[src/rtl/wdg_pkg.sv]
package wdg_pkg;
  localparam int SEL_W    = 3;
  localparam int REG_W    = 8;
  localparam int WIN_LEN  = 4;

  typedef struct packed {
    logic             toe;
    logic             en;
    logic [SEL_W-1:0] sel;
  } wdg_ctrl_t;

  // Shift amount that picks the timeout length.
  function automatic int period_exp(input int base, input logic [SEL_W-1:0] sel);
    return base + int'(sel);
  endfunction
endpackage

[src/rtl/wdg_ctrl_reg.sv]
module wdg_ctrl_reg
  import wdg_pkg::*;
(
  input  logic       clk,
  input  logic       rst_n,
  input  logic       wr_en,
  input  logic [4:0] wr_bits,
  output wdg_ctrl_t  ctrl_o,
  output logic       disable_evt_o
);
  localparam int WIN_W = $clog2(WIN_LEN);

  wdg_ctrl_t        ctrl_q;
  logic [WIN_W-1:0] win_q;

  // Named events used by the logic and by the assertions below
  logic arm_evt;
  logic dis_evt;
  logic win_end;

  assign arm_evt = wr_en && wr_bits[4];
  assign dis_evt = wr_en && !wr_bits[3] && ctrl_q.toe;
  assign win_end = ctrl_q.toe && (win_q == '0) && !arm_evt;

  always_ff @(posedge clk or negedge rst_n) begin
    if (!rst_n) begin
      ctrl_q <= '0;
      win_q  <= '0;
    end else begin
      if (wr_en) begin
        ctrl_q.sel <= wr_bits[SEL_W-1:0];
        if (wr_bits[3])   ctrl_q.en <= 1'b1;
        else if (dis_evt) ctrl_q.en <= 1'b0;
      end
      if (arm_evt) begin
        ctrl_q.toe <= 1'b1;
        win_q      <= WIN_W'(WIN_LEN - 1);
      end else if (ctrl_q.toe) begin
        if (win_q == '0) ctrl_q.toe <= 1'b0;
        else             win_q      <= win_q - 1'b1;
      end
    end
  end

  assign ctrl_o        = ctrl_q;
  assign disable_evt_o = dis_evt;

  assert_toe_selfclear_R9: assert property (@(posedge clk) disable iff (!rst_n)
    win_end |=> !ctrl_q.toe);

  assert_en_guard_R8: assert property (@(posedge clk) disable iff (!rst_n)
    (ctrl_q.en && wr_en && !wr_bits[3] && !ctrl_q.toe) |=> ctrl_q.en);

  assert_en_set_R7: assert property (@(posedge clk) disable iff (!rst_n)
    (wr_en && wr_bits[3]) |=> ctrl_q.en);

  assert_disable_R10: assert property (@(posedge clk) disable iff (!rst_n)
    dis_evt |=> !ctrl_q.en);
endmodule

[src/rtl/wdg_counter.sv]
module wdg_counter
  import wdg_pkg::*;
#(
  parameter int BASE_EXP = 14,
  parameter int CNT_W    = BASE_EXP + 8
)(
  input  logic             clk,
  input  logic             rst_n,
  input  logic             en_i,
  input  logic [SEL_W-1:0] sel_i,
  input  logic             tick_en,
  input  logic             kick,
  input  logic             clr_i,
  output logic             expire_o
);
  logic [CNT_W-1:0] cnt_q;
  logic             req_q;

  function automatic logic [CNT_W-1:0] last_count(input logic [SEL_W-1:0] s);
    logic [CNT_W-1:0] p;
    p = {{(CNT_W-1){1'b0}}, 1'b1} << period_exp(BASE_EXP, s);
    return p - {{(CNT_W-1){1'b0}}, 1'b1};
  endfunction

  logic restart;
  logic at_end;
  logic fire;

  assign restart = !en_i || kick || clr_i;
  assign at_end  = (cnt_q >= last_count(sel_i));
  assign fire    = !restart && tick_en && at_end;

  always_ff @(posedge clk or negedge rst_n) begin
    if (!rst_n) begin
      cnt_q <= '0;
      req_q <= 1'b0;
    end else begin
      req_q <= fire;
      if (restart)      cnt_q <= '0;
      else if (tick_en) cnt_q <= at_end ? '0 : cnt_q + 1'b1;
    end
  end

  assign expire_o = req_q;

  assert_req_pulse_R5: assert property (@(posedge clk) disable iff (!rst_n)
    req_q |=> !req_q);

  assert_kick_wins_R6: assert property (@(posedge clk) disable iff (!rst_n)
    kick |=> (!req_q && cnt_q == '0));

  assert_disabled_quiet_R4: assert property (@(posedge clk) disable iff (!rst_n)
    !en_i |=> (cnt_q == '0 && !req_q));

  assert_hold_no_tick_R4: assert property (@(posedge clk) disable iff (!rst_n)
    (en_i && !tick_en && !kick && !clr_i) |=> $stable(cnt_q));
endmodule

[src/rtl/wdg_guarded.sv]
module wdg_guarded
  import wdg_pkg::*;
#(
  parameter int BASE_EXP = 14
)(
  input  logic       clk,
  input  logic       rst_n,
  input  logic       tick_en,
  input  logic       kick,
  input  logic       wr_en,
  input  logic [7:0] wr_data,
  output logic [7:0] ctrl_rd,
  output logic       rst_req
);
  localparam int CNT_W = BASE_EXP + 8;

  wdg_ctrl_t ctrl;
  logic      dis_evt;

  wdg_ctrl_reg u_reg (
    .clk           (clk),
    .rst_n         (rst_n),
    .wr_en         (wr_en),
    .wr_bits       (wr_data[4:0]),
    .ctrl_o        (ctrl),
    .disable_evt_o (dis_evt)
  );

  wdg_counter #(.BASE_EXP(BASE_EXP), .CNT_W(CNT_W)) u_cnt (
    .clk      (clk),
    .rst_n    (rst_n),
    .en_i     (ctrl.en),
    .sel_i    (ctrl.sel),
    .tick_en  (tick_en),
    .kick     (kick),
    .clr_i    (dis_evt),
    .expire_o (rst_req)
  );

  assign ctrl_rd = {3'b000, ctrl};

  assert_rsvd_ignored_R2: assert property (@(posedge clk) disable iff (!rst_n)
    (wr_en && (wr_data[7:5] != 3'b000)) |=>
      (ctrl_rd[7:5] == 3'b000 && ctrl_rd[2:0] == $past(wr_data[2:0])));

  assert_sel_load_R3: assert property (@(posedge clk) disable iff (!rst_n)
    wr_en |=> ctrl_rd[2:0] == $past(wr_data[2:0]));

  assert_req_needs_en_R4: assert property (@(posedge clk) disable iff (!rst_n)
    rst_req |-> $past(ctrl_rd[3]));
endmodule

[config.mk]
export PLATFORM = sky130hd
export DESIGN_NAME = wdg_guarded
export DESIGN_NICKNAME = d
export VERILOG_FILES = /design/src/rtl/wdg_pkg.sv /design/src/rtl/wdg_ctrl_reg.sv /design/src/rtl/wdg_counter.sv /design/src/rtl/wdg_guarded.sv
export SDC_FILE = /design/constraint.sdc
export NUM_CORES = 1
export LEC_CHECK = 0
export ABC_AREA = 1
export ABC_CLOCK_PERIOD_IN_PS = 3250
export BUFFER_PORTS_ARGS = -buffer_cell sky130_fd_sc_hd__clkbuf_2
export CAP_MARGIN = 20
export CORE_MARGIN = 2
export CORE_UTILIZATION = 40
export DETAILED_ROUTE_END_ITERATION = 12
export GPL_TIMING_DRIVEN = 0
export PLACE_DENSITY = 0.65
export SYNTH_ARGS = -nofsm -noshare
export SYNTH_HDL_FRONTEND = slang
export SYNTH_HIERARCHICAL = 1
export SYNTH_SLANG_ARGS = --single-unit
[constraint.sdc]
create_clock -name clk -period 3.25 [get_ports clk]
set_input_delay 0 -clock clk [delete_from_list [all_inputs] [get_ports clk]]
set_output_delay 0 -clock clk [all_outputs]
set_load 0.05 [all_outputs]
==> results.md <==
Routing:
- The first detailed-routing pass took 4 iterations.
- The number of DRC markers in iteration 0 is 123.
- Wires add up to 5.93 mm.
- After detailed routing, the number of vias per cell comes to 4.85.
- In this run the remaining antenna-violating nets after routing total 0.
- Detailed routing inserted a total of 2312 vias.
- The met3 wirelength from detailed routing is approximately 250 um.
- After detailed routing, the wire length on met1 is approximately 2.8 mm.
- The uppermost layer routed is met4.
- After detailed routing, the number of remaining DRC violations is 0.
- Wire segments on met2 add up to 2.80 mm in the final route.
- Dividing the detail-routed wire length by the instance count gives 12.4 um.

Setup path:
- The slowest stage cell on the critical path is dfrtp_1.
- STA classifies the critical path endpoint as a register.
- The end of the worst register-to-register path is u_cnt/cnt_q[8]$_DFFE_PN0P_.
- The highest fanout seen on the critical path is 10.
- The worst reg-to-reg setup slack is 0.30 ns.
- The worst setup path is launched from a register.
- The critical path starts at u_reg/ctrl_o[1]$_DFFE_PN0P_.
- The data required time at the worst endpoint is approximately 3.5 ns.
- The critical path goes through inv_2 > ha_1 > inv_1 > nor4_2 > xnor2_1 > ha_1 > nand2_1 > nor2_1 > a21boi_0 > nor2_1 > nand2_2 > nor2_4 > buf_6 > nand4_1 > nand2_1.
- The peak per-stage delay on the critical path is slightly below 0.5 ns.
- The setup path with the least slack is of type register to register.
- Counting cells, the worst reg-to-reg path comes to 15.
- The launch point of the worst reg-to-reg path is u_reg/ctrl_o[1]$_DFFE_PN0P_.
- The data arrival time at the worst-slack endpoint is 3.17 ns.

Synthesis:
- The post-synthesis async set-or-reset flop share is 100%.
- The cell area that synthesis handed to floorplanning was 2470 sq um.
- By area the synthesized netlist is led by dfrtp_1 (30%), nand2_1 (18%), ha_1 (11%).
- The synthesized area per cell is 6.83 sq um.
- For this run, the leading register cell type out of synthesis is dfrtp_1.
- The largest area contributor in the netlist is dfrtp_1.
- The portion of the post-synthesis area used by sequential elements is 30.3%.
- The count of flip-flops with a built-in enable after synthesis is 0.
- The post-synthesis cell count is 362.
- The number of storage elements in the synthesis netlist is 30.
- The post-synthesis cell type count is 28.
- During synthesis, Yosys emitted a total of 6 warnings.
- In this run the biggest area consumer among cell types represents around 30% of the synthesized area.

Clock tree:
- The clock net in this run drives a total of 30 sinks.
- Clock-pin slew was measured on the worst setup and hold paths at 0.07 ns.
- The buffers inserted during post-CTS setup optimization is 0.
- The number of buffers created by CTS is 5.
- The clock insertion delay at the later pin of the skew report is approximately 0.28 ns.
- The TritonCTS clock tree is built.
- Clock tree synthesis selected as its root buffer the cell clkbuf_8.
- The clock tree synthesis step divided the H-tree into 2 levels.
- The clock passes through at most 2 buffers.

Floorplan:
- The standard cell core area is slightly below 6000 sq um.
- The horizontal die dimension is about 83 um.
- In this run the count of I/O pins placed on the die edge is 22.
- The initial core utilization is 41.5%.
- The floorplan step defined a die boundary enclosing 6830 sq um.
- Measured along the y axis, the die boundary spans 82.6 um.
- The initialized floorplan defines 28 standard-cell rows.

Min path:
- The worst hold path begins at wr_en.
- The instance count along the most critical hold path is 4.
- The tightest min-delay check is of the primary input to register type.
- The worst hold path endpoint is u_reg/ctrl_o[3]$_DFFE_PN0P_.

STA:
- Clock skew on the completed layout was measured at about 0.0039 ns.
- Setup total negative slack on the finished layout was measured at 0 ns.
- The count of endpoints failing hold in the final timing report is 0.
- The fraction of the cycle the final worst path needs is 90.7%.
- Setup repair after global routing left no endpoint under its margin.
- The worst path needs 2.95 ns of the cycle, external delays included.
- In the post-route analysis, the smallest setup slack over all paths is 0.304 ns.
- The total count of max-transition violations in the final report came to 0.
- For the pin with the worst max-slew slack, the measured transition is 0.775 ns.
- For this run, the top clock speed supported by timing is 339 MHz.
- The total setup violations reported at the end of the flow is 0.
- The worst slew margin relative to its limit is 48.3%.

Layout:
- The share of final-layout standard cells stronger than drive strength 1 is 12.2%.
- The finished layout holds 477 standard cells, fillers aside.
- The final layout contains 436 nets.
- The post-route core utilization is 48.5%.
- 0 antenna diodes ended up in the layout.
- The filler cell count is 628.
- The area added between synthesis and finish is 16.8%.

Global route:
- The maximum number of pins on one net before global-route repair is 31.
- The number of antenna violations at the first check in global routing came to 0.
- The global-route wire length before repair is 10.4 mm.
- The via count of the first global-routing pass is 2281.
- Across every metal layer, demand over resource in global routing totals 20.0%.
- Summed over all layers, the global routing overflow is 0.

Pwr:
- Dividing total power by cell area gives a power density of between 300 and 400 nW/um^2.
- The worst IR drop on VDD is 0.000267 V.
- The static power due to leakage is around 1.6 nW.

Run status:
- The run finished with clean final reports.

Placed design:
- The number of buffers added on ports is 14.
- The worst setup timing slack at the placement stage is 0.302 ns.
- The count of placed standard cells including taps is 455.
- The post-detailed-placement half-perimeter wirelength is 4.33 mm.
- The placer's final routability congestion estimate is 0.885.

Job:
- The tool flagged a number of max-cap violations equal to 0.
## kinds of logic (layout without fill, tap and decap cells)
kind of cell,after synthesis,count (layout),synth area share (%)
AO/OA/AOI/OAI,16,16,3.39
AND/OR/NAND/NOR,218,218,38.4
buffers and inverters,55,91,9.71
other,2,6,0.304
flip-flops,30,30,30.3
adder cells (fa/ha/maj),22,22,11.1
XOR/XNOR,19,19,6.73
## per-layer routing
metal | global-route usage, % | up-vias
met5 | 0 | -
met2 | 33.5 | 43
met1 | 27.0 | 1057
met4 | 5.08 | 0
li1 | - | 1208
met3 | 3.37 | 4
## timing repair
action | 4_1_cts | 5_1_grt
hold endpoints to repair | 37 | 0
resized for setup | 0 | 1
hold buffers | 14 | 0
endpoints found under the setup margin | 0 | 8
## layout make-up
cell class | count | area (sq um) | share of cell area [%]
plain buffers | 12 | 78.8 | 2.73
clock buffers | 7 | 86.3 | 2.99
clock inverters | 1 | 5.00 | 0.173
inverters | 43 | 161 | 5.58
multi-input cells | 281 | 1500 | 52.0
flip-flops and latches | 30 | 751 | 26.0
well taps | 75 | 93.8 | 3.25
repair buffers | 28 | 210 | 7.27
## cell usage after synthesis, types with 2 or more instances
master / count
inv_2: 4
nand3_1: 21
o21ai_0: 5
nand4_1: 20
nand2_1: 118
xnor2_1: 6
nor2_4: 2
nor3_1: 2
inv_1: 39
dfrtp_1: 30
ha_1: 22
buf_4: 3
conb_1: 2
a21oi_1: 6
o21ai_1: 3
nand2_2: 7
nor4_1: 2
xor2_1: 13
buf_6: 2
nor2_1: 42
buf_2: 6
## report_power, final
part / switching, mW / internal, mW
clock network: 0.142 / 0.171
registers: 0.0276 / 0.401
logic: 0.179 / 0.0874
total: 0.349 / 0.659
## flip-flops by register name, summed over array words and instances (netlist names)
name / flops
u_cnt/cnt_q: 22
u_reg/ctrl_o: 5
u_reg/win_q: 2
u_cnt/expire_o: 1
## per-stage QoR
stage                     hold slack [ns]  area (sq um)  total power [mW]
after CTS                         0.00350          2880              1.02
after detailed placement            0.119          2650             0.685
after floorplan                    -0.296          2490             0.616
after global placement              0.113          2650             0.669
after global routing               0.0214          2890              1.07
final                             0.00839          2890              1.01
## cells in the final DEF, fill, tap and decap left out
| master | Yosys | final |
|---|---|---|
| inv_1 | 39 | 39 |
| clkbuf_2 | 0 | 14 |
| clkbuf_8 | 0 | 6 |
| nor3_1 | 2 | 2 |
| nor2_2 | 1 | 1 |
| clkbuf_1 | 1 | 2 |
| dlygate4sd3_1 | 0 | 14 |
| nor4_1 | 2 | 1 |
| a21boi_0 | 1 | 1 |
| nand2_2 | 7 | 7 |
| conb_1 | 2 | 6 |
| nand3_1 | 21 | 21 |
| a31oi_1 | 1 | 1 |
| dfrtp_1 | 30 | 30 |
| nand3_2 | 1 | 1 |
| xnor2_1 | 6 | 6 |
| or2_2 | 1 | 1 |
| xor2_1 | 13 | 13 |
| o21ai_0 | 5 | 5 |
| ha_1 | 22 | 22 |
| buf_2 | 6 | 6 |
| a21oi_1 | 6 | 6 |
| o21ai_1 | 3 | 3 |
| nand4_1 | 20 | 20 |
| nand3b_1 | 1 | 1 |
| buf_4 | 3 | 3 |
| nor2_4 | 2 | 2 |
| buf_6 | 2 | 2 |
| nor4_2 | 0 | 1 |
| clkinv_2 | 0 | 1 |
| nand2_1 | 118 | 118 |
| inv_2 | 4 | 4 |
| nor2_1 | 42 | 42 |
## how the worst max path moves through the flow
| stage | to | slack, ns | cells past startpoint |
|---|---|---|---|
| floorplan | u_cnt/cnt_q[10]$_DFFE_PN0P_ | 0.38 | 15 |
| global route | u_cnt/cnt_q[10]$_DFFE_PN0P_ | 0.07 | 15 |
| finish | u_cnt/cnt_q[8]$_DFFE_PN0P_ | 0.30 | 15 |
| CTS | u_cnt/cnt_q[4]$_DFFE_PN0P_ | 0.29 | 15 |
| global placement | u_cnt/cnt_q[3]$_DFFE_PN0P_ | 0.42 | 15 |
| detailed placement | u_cnt/cnt_q[4]$_DFFE_PN0P_ | 0.30 | 15 |
## critical path, delay by kind of cell (launching register included)
kind / cells / cell delay [ns]
XOR/XNOR: 1 / 0.19
flip-flops: 1 / 0.49
adder cells (fa/ha/maj): 2 / 0.60
AO/OA/AOI/OAI: 1 / 0.12
buffers and inverters: 3 / 0.43
AND/OR/NAND/NOR: 8 / 1.04
(Power assumes the default switching activity.)
